$ cat src/rtl/bcd_cnt_pkg.sv
package bcd_cnt_pkg;
  localparam int DIGIT_W = 4;
  typedef logic [DIGIT_W-1:0] digit_t;
  localparam digit_t LAST_DIGIT = digit_t'(9);

  // Successor in decimal order; any code at or beyond 9 returns to 0.
  function automatic digit_t digit_succ(digit_t d);
    return (d >= LAST_DIGIT) ? '0 : digit_t'(d + 1'b1);
  endfunction

  function automatic logic digit_is_last(digit_t d);
    return d == LAST_DIGIT;
  endfunction
endpackage

$ cat src/rtl/bcd_digit_next.sv
module bcd_digit_next
  import bcd_cnt_pkg::*;
(
  input  digit_t cur,
  input  digit_t preset,
  input  logic   load_n,
  input  logic   pe,
  input  logic   te,
  output digit_t nxt,
  output logic   advance,
  output logic   tc
);
  always_comb begin
    advance = load_n && pe && te;
    tc      = te && digit_is_last(cur);
    if (!load_n)      nxt = preset;
    else if (advance) nxt = digit_succ(cur);
    else              nxt = cur;
  end
endmodule

$ cat src/rtl/bcd_digit_stage.sv
module bcd_digit_stage
  import bcd_cnt_pkg::*;
(
  input  logic   clk,
  input  logic   clr_n,
  input  logic   load_n,
  input  logic   pe,
  input  logic   te,
  input  digit_t preset,
  output digit_t q,
  output logic   advance,
  output logic   tc
);
  digit_t nxt;

  bcd_digit_next u_next (
    .cur     (q),
    .preset  (preset),
    .load_n  (load_n),
    .pe      (pe),
    .te      (te),
    .nxt     (nxt),
    .advance (advance),
    .tc      (tc)
  );

  always_ff @(posedge clk or negedge clr_n) begin
    if (!clr_n) q <= '0;
    else        q <= nxt;
  end
endmodule

$ cat src/rtl/bcd_decade_chain.sv
module bcd_decade_chain
  import bcd_cnt_pkg::*;
#(
  parameter int NUM_DECADES = 3
) (
  input  logic                           clk,
  input  logic                           clr_n,
  input  logic                           load_n,
  input  logic                           cnt_en,
  input  logic                           chain_en,
  input  logic [NUM_DECADES*DIGIT_W-1:0] preset,
  output logic [NUM_DECADES*DIGIT_W-1:0] count,
  output logic [NUM_DECADES-1:0]         tc_vec,
  output logic                           carry_out
);
  localparam int VEC_W = NUM_DECADES * DIGIT_W;

  // te_chain[k] is the trickle enable of digit k; te_chain[k+1] is its terminal count.
  logic [NUM_DECADES:0]   te_chain;
  logic [NUM_DECADES-1:0] stage_adv;
  logic [VEC_W-1:0]       count_q;

  assign te_chain[0] = chain_en;

  for (genvar k = 0; k < NUM_DECADES; k++) begin : g_digit
    bcd_digit_stage u_stage (
      .clk     (clk),
      .clr_n   (clr_n),
      .load_n  (load_n),
      .pe      (cnt_en),
      .te      (te_chain[k]),
      .preset  (preset[k*DIGIT_W +: DIGIT_W]),
      .q       (count_q[k*DIGIT_W +: DIGIT_W]),
      .advance (stage_adv[k]),
      .tc      (te_chain[k+1])
    );
  end

  assign count     = count_q;
  assign tc_vec    = te_chain[NUM_DECADES:1];
  assign carry_out = te_chain[NUM_DECADES];
endmodule

$ cat config.mk
export PLATFORM = sky130hd
export DESIGN_NAME = bcd_decade_chain
export DESIGN_NICKNAME = d
export VERILOG_FILES = /design/src/rtl/bcd_cnt_pkg.sv /design/src/rtl/bcd_digit_next.sv /design/src/rtl/bcd_digit_stage.sv /design/src/rtl/bcd_decade_chain.sv
export SDC_FILE = /design/constraint.sdc
export NUM_CORES = 1
export LEC_CHECK = 0
export ABC_AREA = 1
export BUFFER_PORTS_ARGS = -buffer_cell sky130_fd_sc_hd__buf_2
export CORE_ASPECT_RATIO = 0.8
export CORE_MARGIN = 1
export CORE_UTILIZATION = 51
export CTS_BUF_LIST = sky130_fd_sc_hd__clkbuf_8 sky130_fd_sc_hd__clkbuf_16
export CTS_CLUSTER_SIZE = 28
export DETAILED_ROUTE_END_ITERATION = 6
export PLACE_DENSITY_LB_ADDON = 0.3
export SLEW_MARGIN = 0
export SYNTH_ARGS = -nofsm -noshare
export SYNTH_HDL_FRONTEND = slang
export SYNTH_SLANG_ARGS = --single-unit
$ cat constraint.sdc
create_clock -name clk -period 2.3 [get_ports clk]
set_input_delay 0.345 -clock clk [delete_from_list [all_inputs] [get_ports clk]]
set_output_delay 0.345 -clock clk [all_outputs]
set_load 0.1 [all_outputs]
After elaboration in Yosys (flattened, before gate mapping)
Index checks and enable logic that the tools add are counted.
{"block": "op_classes", "n_addsub": 3, "mul": 0, "div": 0, "order_cmp": 3, "n_eq_ne": 6, "shift": 0, "muxes": 9, "bitwise": 0, "reduce_logical": 7}
{"operator": "4-bit 2-to-1 mux", "count": 9}
{"operator": "4-bit by 1-bit adder with 4-bit output, second input constant", "count": 3}
{"operator": "4-bit equality test, second input constant", "count": 3}
{"operator": "4-bit greater-or-equal comparator, second input constant", "count": 3}
{"operator": "1-bit logical AND", "count": 7}
{"operator": "2-bit by 1-bit != test with 1-bit output, second input constant", "count": 3}
{"block": "totals", "reg_bits": 12, "latchBits": 0, "ramBits": 0, "mem_bits_ro": 0, "inputBits": 17, "out_inout_bits": 16, "n_memories": 0}

Logic depth before layout (Yosys ltp)
Gate-level depths: netlist (run 1).
{"block": "logic_depth", "depth_word": 6, "ltp_mapped": 9, "ltp_nobuf": 9}

Modules after synthesis
Synthesis (run 1) repeated with hierarchy kept, for this count alone.
{"block": "unflattened", "cells_unflattened": 148, "hier_area_um2": 1009.7}
{"module": "bcd_digit_next", "n_inst": 3, "cells_per_inst": 45, "area_each_um2": 234.0, "seq_area_each_um2": 0.0}
{"module": "bcd_digit_stage", "n_inst": 3, "cells_per_inst": 4, "area_each_um2": 100.1, "seq_area_each_um2": 100.1}
{"module": "bcd_decade_chain", "n_inst": 1, "cells_per_inst": 1, "area_each_um2": 7.5, "seq_area_each_um2": 0.0}

Worst setup path after synthesis (run 1)
Ideal clock, no wire load.
{"block": "synth_timing", "path_type": "flip-flop to output port", "startpoint": "register g_digit[0].u_stage.q[0]", "endpoint": "output tc_vec[2]", "arrival_time_ns": 5.052, "required_ns": 1.955, "setup_slack_ns": -3.097, "stages_incl_launch_ff": 5, "cell_sequence": "dfrtp_1 ha_1 nand4_1 nor4_1 buf_4"}
{"block": "synth_via", "elab_chain_cells": 4}
{"element": "start: declaration", "line_no": "bcd_digit_stage.sv:10", "source": "output digit_t q,"}
{"element": "start signal: assignment", "line_no": "bcd_digit_stage.sv:29", "source": "else q <= nxt;"}
{"element": "4-bit equality test", "line_no": "bcd_cnt_pkg.sv:12", "source": "return d == LAST_DIGIT;"}
{"element": "1-bit logical AND (3 in a row)", "line_no": "bcd_digit_next.sv:15", "source": "tc = te && digit_is_last(cur);"}
{"element": "end: declaration", "line_no": "bcd_decade_chain.sv:13", "source": "output logic [NUM_DECADES-1:0] tc_vec,"}
No other way between the ends.

Worst setup path in the final report (run 1)
{"block": "layout_timing", "startpoint": "register g_digit[0].u_stage.q[1]", "endpoint": "output tc_vec[1]"}
{"block": "layout_via", "elab_chain_cells": 3}
{"element": "4-bit equality test", "line_no": "bcd_cnt_pkg.sv:12"}
{"element": "1-bit logical AND (2 in a row)", "line_no": "bcd_digit_next.sv:15"}
No other way between the ends.

==> impl_metrics.env, run 1 <==
export IMPL_syn_cell_area_um2=961
export IMPL_setup_viol=0
export IMPL_crit_path_end="tc_vec[1]"
export IMPL_ys_ff_latch=12
export IMPL_avgViaCountPerCell=5.04
export IMPL_worstSetupEndpointType="primary output"
export IMPL_hold_class="in2reg"
export IMPL_final_cells=188
export IMPL_clock_skew_ps=1.75
export IMPL_syn_nets=160
export IMPL_vias=947
export IMPL_clock_sinks=12
export IMPL_syn_avg_cell_area_um2=7.17
export IMPL_postLayoutSetupSlackWorst_ps=170
export IMPL_final_common_cell="nand2_1"
export IMPL_finalMaxSlewViolations=0
export IMPL_cts_max_level=1
export IMPL_numCtsBuffers=3
export IMPL_yosys_top_cells_area="dfrtp_1 (31%), nand2_1 (13%), ha_1 (12%)"
export IMPL_cp_data_required_time_ps=1960
export IMPL_final_min_clock_period_ps=2130
export IMPL_startpoint="g_digit[0].u_stage.q[1]"
export IMPL_path_clk_slew_ps=60
export IMPL_dp_hpwl_um=1720
export IMPL_dieHeight_um=40.8
export IMPL_hold_viol=0
export IMPL_firstDrtPassIters=4
export IMPL_die_area_um2=2060
export IMPL_hold_ws_ps=330
export IMPL_netlist_instances=134
export IMPL_reg2reg_slack_ps=790
export IMPL_cp_arrival_ps=1780
export IMPL_max_freq_ghz=0.470
export IMPL_ys_warn_count=0
export IMPL_layout_drive_gt1_share_pct=33.7
export IMPL_port_buffer_count=32
export IMPL_relSlewSlack_pct=67.9
export IMPL_place_inst=183
export IMPL_grt_setup_unrepaired="false"
export IMPL_post_cts_resized=0
export IMPL_ys_seq_area_share_pct=31.3
export IMPL_antenna_left=0
export IMPL_cts_root_buf="clkbuf_8"
export IMPL_rows=13
export IMPL_regMostFlops="g_digit.u_stage.q"
export IMPL_initial_core_util_pct=56.8
export IMPL_status="complete, no violations"
export IMPL_peakVddDrop_v=0.000810
export IMPL_layout_common_cells="nand2_1 (33), buf_2 (30), inv_1 (15), nand3_1 (15), nor2_1 (14)"
export IMPL_drt_iter0_markers=15
export IMPL_post_drt_wl_per_cell_um=11.9
export IMPL_reg2reg_from="g_digit[2].u_stage.q[0]"
export IMPL_antenna_found_initial=0
export IMPL_cts_tree="done"
export IMPL_drt_wl_total_um=2240
export IMPL_leakagePower_nw=0.688
export IMPL_cts_buffer_depth=2
export IMPL_hold_start="preset[2]"
export IMPL_yosysTopAreaCell="dfrtp_1"
export IMPL_core_um2=1690
export IMPL_die_w_um=50.5
export IMPL_yosysUniqueCellTypes=21
export IMPL_powerDensity_nw_per_um2=995
export IMPL_largest_reg_flops=12
export IMPL_reg_top3="g_digit.u_stage.q: 12 flops"
export IMPL_crit_path_start_kind="flip-flop"
export IMPL_grt_max_degree=13
export IMPL_grt_usage_pct=25.0
export IMPL_place_congestion=0.896
export IMPL_worstRegToRegCells=8
export IMPL_final_nets=193
export IMPL_first_global_vias=816
export IMPL_grt_pass1_wl_um=3510
export IMPL_cp_max_fo=4
export IMPL_crit_type="reg2out"
export IMPL_dp_worst_setup_slack_ps=372
export IMPL_reg2reg_to="g_digit[2].u_stage.q[3]"
export IMPL_synth_top_area_share_pct=31.3
export IMPL_drc=0
export IMPL_globalRoute_totalOverflow=0
export IMPL_clk_insertion_delay_late_ps=250
export IMPL_pin_count=33
export IMPL_diodes=0
export IMPL_area_growth_pct=31.1
export IMPL_worst_pin_slew_ps=485
export IMPL_post_route_period_util_pct=92.6
export IMPL_maxCapViolations=0
export IMPL_p_total_mw=1.25
[report_power, final]
| part | internal, mW | switching [mW] | total, mW | leakage, nW |
|---|---|---|---|---|
| combinational | 0.138 | 0.527 | 0.665 | 0.524 |
| sequential | 0.268 | 0.0776 | 0.346 | 0.135 |
| clock | 0.152 | 0.0909 | 0.243 | 0.0288 |
| total | 0.558 | 0.695 | 1.25 | 0.688 |
[what timing repair did]
| item | in CTS | in global routing |
|---|---|---|
| buffers inserted | 0 | 0 |
| hold buffers | 1 | 0 |
| endpoints found under the hold margin | 12 | 0 |
| endpoints found under the setup margin | 0 | 2 |
[logic make-up after synthesis]
group | share of synthesized area, %
compound gates | 8.20
xor+xnor | 3.65
fa+ha+maj | 11.7
buf+inv | 11.2
flops | 31.3
simple gates | 34.0
[metrics by stage]
stage                     setup TNS (ps)  util, %  instance area [um2]
after detailed placement               0     70.6                 1190
after CTS                              0     74.5                 1260
after floorplan                     -882        -                 1010
final                                  0     74.5                 1260
after global placement                 0     70.6                 1190
after global routing                   0     74.5                 1260
[routing by layer]
metal	GRT usage (%)	vias to the layer above	wire length, um
li1	-	489	-
met1	26.4	425	1010
met2	47.3	27	1090
met3	7.78	6	103
met4	12.5	0	40
met5	0	-	0
[cells in the mapped netlist]
library cell  instances
nand2_1              33
inv_1                16
nand3_1              15
nor2_1               14
dfrtp_1              12
ha_1                  9
nand4_1               5
a21oi_1               4
inv_2                 4
xor2_1                4
buf_4                 3
buf_2                 2
o211ai_1              2
o21ai_0               2
o21ai_1               2
o21bai_1              2
a21oi_2               1
nand2_2               1
nand2_4               1
nor2_8                1
nor4_1                1
[how the worst min path moves through the flow]
stage / slack, ps / cells after the start / endpoint
after floorplan: 50 / 0 / g_digit[0].u_stage.q[2]
after global placement: 240 / 1 / g_digit[1].u_stage.q[2]
after detailed placement: 240 / 1 / g_digit[1].u_stage.q[2]
after CTS: 330 / 3 / g_digit[0].u_stage.q[2]
after global routing: 360 / 3 / g_digit[0].u_stage.q[2]
final: 330 / 3 / g_digit[0].u_stage.q[2]
[critical path, cell delays in order (launching register included)]
cell and delay (ps):
dfrtp_4 500, inv_4 80, ha_4 130, nand4_1 210
nor2_1 160, buf_2 440
[layout make-up]
cell class | count | area, um2
well taps | 22 | 27.5
flip-flops and latches | 12 | 319
inverters | 20 | 77.6
clock buffers | 4 | 55.1
repair buffers | 33 | 200
multi-input cells | 97 | 581
fillers | 134 | 432
Note: power is estimated with default switching activity, not from simulation.
==> inputs of run 2 (changes only) <==
--- a/config.mk
+++ b/config.mk
@@ -5,7 +5,6 @@
 export SDC_FILE = /design/constraint.sdc
 export NUM_CORES = 1
 export LEC_CHECK = 0
-export ABC_AREA = 1
 export BUFFER_PORTS_ARGS = -buffer_cell sky130_fd_sc_hd__buf_2
 export CORE_ASPECT_RATIO = 0.8
 export CORE_MARGIN = 1
==> impl_metrics.env, run 2 <==
export IMPL_final_min_clock_period_ps=2190
export IMPL_final_nets=174
export IMPL_cts_max_level=1
export IMPL_syn_nets=140
export IMPL_drc=0
export IMPL_pin_count=33
export IMPL_cp_arrival_ps=1840
export IMPL_clock_sinks=12
export IMPL_finalInstanceArea_um2=1260
export IMPL_core_um2=1680
export IMPL_cp_data_required_time_ps=1960
export IMPL_drt_iter0_markers=14
export IMPL_grt_pass1_wl_um=3490
export IMPL_syn_cell_area_um2=948
export IMPL_synth_ff_type="dfrtp_1"
export IMPL_globalRoute_totalOverflow=0
export IMPL_regMostFlops="g_digit.u_stage.q"
export IMPL_grt_setup_unrepaired="false"
export IMPL_rows=13
export IMPL_first_global_vias=821
export IMPL_worstSetupEndpointType="primary output"
export IMPL_die_area_um2=2040
export IMPL_layout_area_seq_um2=320
export IMPL_worst_pin_slew_ps=487
export IMPL_vias=940
export IMPL_numCtsBuffers=3
export IMPL_syn_avg_cell_area_um2=8.32
export IMPL_synth_edf_count=0
export IMPL_final_common_cell="buf_2"
export IMPL_diodes=0
export IMPL_cts_buffer_depth=2
export IMPL_drt_wl_total_um=2240
export IMPL_crit_type="reg2out"
export IMPL_relSlewSlack_pct=67.7
export IMPL_worstRegToRegCells=5
export IMPL_post_drt_wl_per_cell_um=13.3
export IMPL_synth_top_area_share_pct=31.7
export IMPL_clk_insertion_delay_late_ps=240
export IMPL_async_reset_ff_share_pct=100
export IMPL_cts_tree="done"
export IMPL_crit_family="simple AND/OR/NAND/NOR gates"
export IMPL_maxCapViolations=0
export IMPL_crit_path_start_kind="flip-flop"
export IMPL_place_congestion=0.813
export IMPL_dieHeight_um=40.6
export IMPL_ys_ff_latch=12
export IMPL_max_stage_delay_ps=500
export IMPL_cp_max_fo=5
export IMPL_yosys_top_cells_area="dfrtp_1 (32%), ha_1 (12%), nor2_1 (5.1%)"
export IMPL_crit_path_cell_trace="inv_2 > ha_4 > and3b_1 > nand2_2 > nor4_4 > buf_4 > buf_12"
export IMPL_fillers=128
export IMPL_area_growth_pct=32.7
export IMPL_antenna_left=0
export IMPL_yosysMostFrequentCell="nor2_1"
export IMPL_setup_viol=0
export IMPL_grt_max_degree=25
export IMPL_postPlaceCellArea_um2=1190
export IMPL_netlist_instances=114
export IMPL_hold_class="in2reg"
export IMPL_hold_ws_ps=307
export IMPL_yosysUniqueCellTypes=31
export IMPL_powerDensity_nw_per_um2=669
export IMPL_largest_reg_flops=12
export IMPL_reg_top3="g_digit.u_stage.q: 12 flops"
export IMPL_ys_seq_area_share_pct=31.7
export IMPL_port_buffer_count=32
export IMPL_layout_drive_gt1_share_pct=38.8
export IMPL_avgViaCountPerCell=5.56
export IMPL_grt_usage_pct=24.5
export IMPL_critical_path_slowest_cell="dfrtp_4"
export IMPL_post_route_period_util_pct=95.1
export IMPL_clock_skew_ps=1.47
export IMPL_yosysTopAreaCell="dfrtp_1"
export IMPL_die_w_um=50.2
export IMPL_antenna_found_initial=0
export IMPL_layout_common_cells="buf_2 (30), nor2_1 (13), inv_1 (9), nand2_1 (9)"
export IMPL_hold_viol=0
export IMPL_cts_root_buf="clkbuf_8"
export IMPL_path_clk_slew_ps=60
export IMPL_path_buf_inv=3
export IMPL_ys_top_cells_by_count="nor2_1 (13), dfrtp_1 (12), inv_1 (10), nand2_1 (10), ha_1 (9)"
export IMPL_max_freq_ghz=0.457
export IMPL_firstDrtPassIters=4
export IMPL_dp_hpwl_um=1670
export IMPL_peakVddDrop_v=0.000499
export IMPL_finalMaxSlewViolations=0
export IMPL_leakagePower_nw=0.573
export IMPL_status="complete, no violations"
export IMPL_ys_warn_count=0
export IMPL_cp_num_cells=7
export IMPL_initial_core_util_pct=56.6
export IMPL_whs_path_depth=2
export IMPL_multi_input_area_um2=611
-- run 2: cell types whose count changed after synthesis, moves of 6 or more --
cell,before,now
nand3_1,15,6
nand2_1,33,10
inv_1,16,10
nand2b_1,0,6
-- run 2: report_power, final --
| group | internal (mW) | switching [mW] |
|---|---|---|
| Sequential | 0.239 | 0.0380 |
| Clock | 0.152 | 0.0839 |
| Combinational | 0.0757 | 0.253 |
| Total | 0.467 | 0.375 |
-- run 2: worst paths after layout --
| path | start | end | slack [ps] |
|---|---|---|---|
| min in group asynchronous | clr_n | g_digit[0].u_stage.q[1] | 510 |
| max | g_digit[0].u_stage.q[1] | tc_vec[2] | 110 |
| max reg2reg | g_digit[1].u_stage.q[0] | g_digit[1].u_stage.q[0] | 440 |
| max in group asynchronous | clr_n | g_digit[1].u_stage.q[0] | 1550 |
| min | preset[6] | g_digit[1].u_stage.q[2] | 310 |
| min reg2reg | g_digit[2].u_stage.q[1] | g_digit[2].u_stage.q[1] | 640 |
-- run 2: final cells by class --
type                            count  share of cell area (%)
Inverter                           10                    2.98
Timing Repair Buffer               34                    16.5
Tap cell                           22                    2.19
Sequential cell                    12                    25.4
Clock buffer                        4                    4.37
Multi-Input combinational cell     87                    48.5
-- run 2: layer usage --
metal  wire length [um]  part of all wire [%]  up-vias  track usage [%]
met5                  0                     0        -                0
met4                 23                   1.0        0             10.0
met3                130                   5.8        4             6.06
met2               1070                    47       34             46.0
met1               1030                    46      435             27.4
li1                   -                     -      467                -
-- run 2: what timing repair did --
action                                 CTS  global route
resized for setup                        0             0
buffers inserted                         0             1
endpoints found under the hold margin   12             0
hold buffers                             1             0
setup endpoints to repair                0             2
-- run 2: cell families (layout without fill, tap and decap cells) --
group                    Yosys count  count (layout)  share of synthesized area [%]
buffers and inverters             15              48                           7.12
flip-flops                        12              12                           31.7
adder cells (fa/ha/maj)            9               9                           11.9
AND/OR/NAND/NOR                   47              47                           26.8
AO/OA/AOI/OAI                     31              31                           22.6
-- run 2: stage by stage --
step           setup WS (ps)  util (%)  setup TNS, ps  total power, mW  std cells
2_1_floorplan           -666         -           -988            0.541        114
3_3_place_gp             371      70.8              0            0.601        163
3_5_place_dp             321      70.8              0            0.608        163
4_1_cts                 47.9      74.7              0            0.849        168
5_1_grt                 38.0      75.1              0            0.880        169
6_report                 113      75.1              0            0.842        169
-- run 2: worst reg2reg max path, delay by kind of cell (launching register included) --
kind	cells	cell delay, ps
compound gates	3	570
simple gates	1	430
flops	1	520
fa+ha+maj	1	260
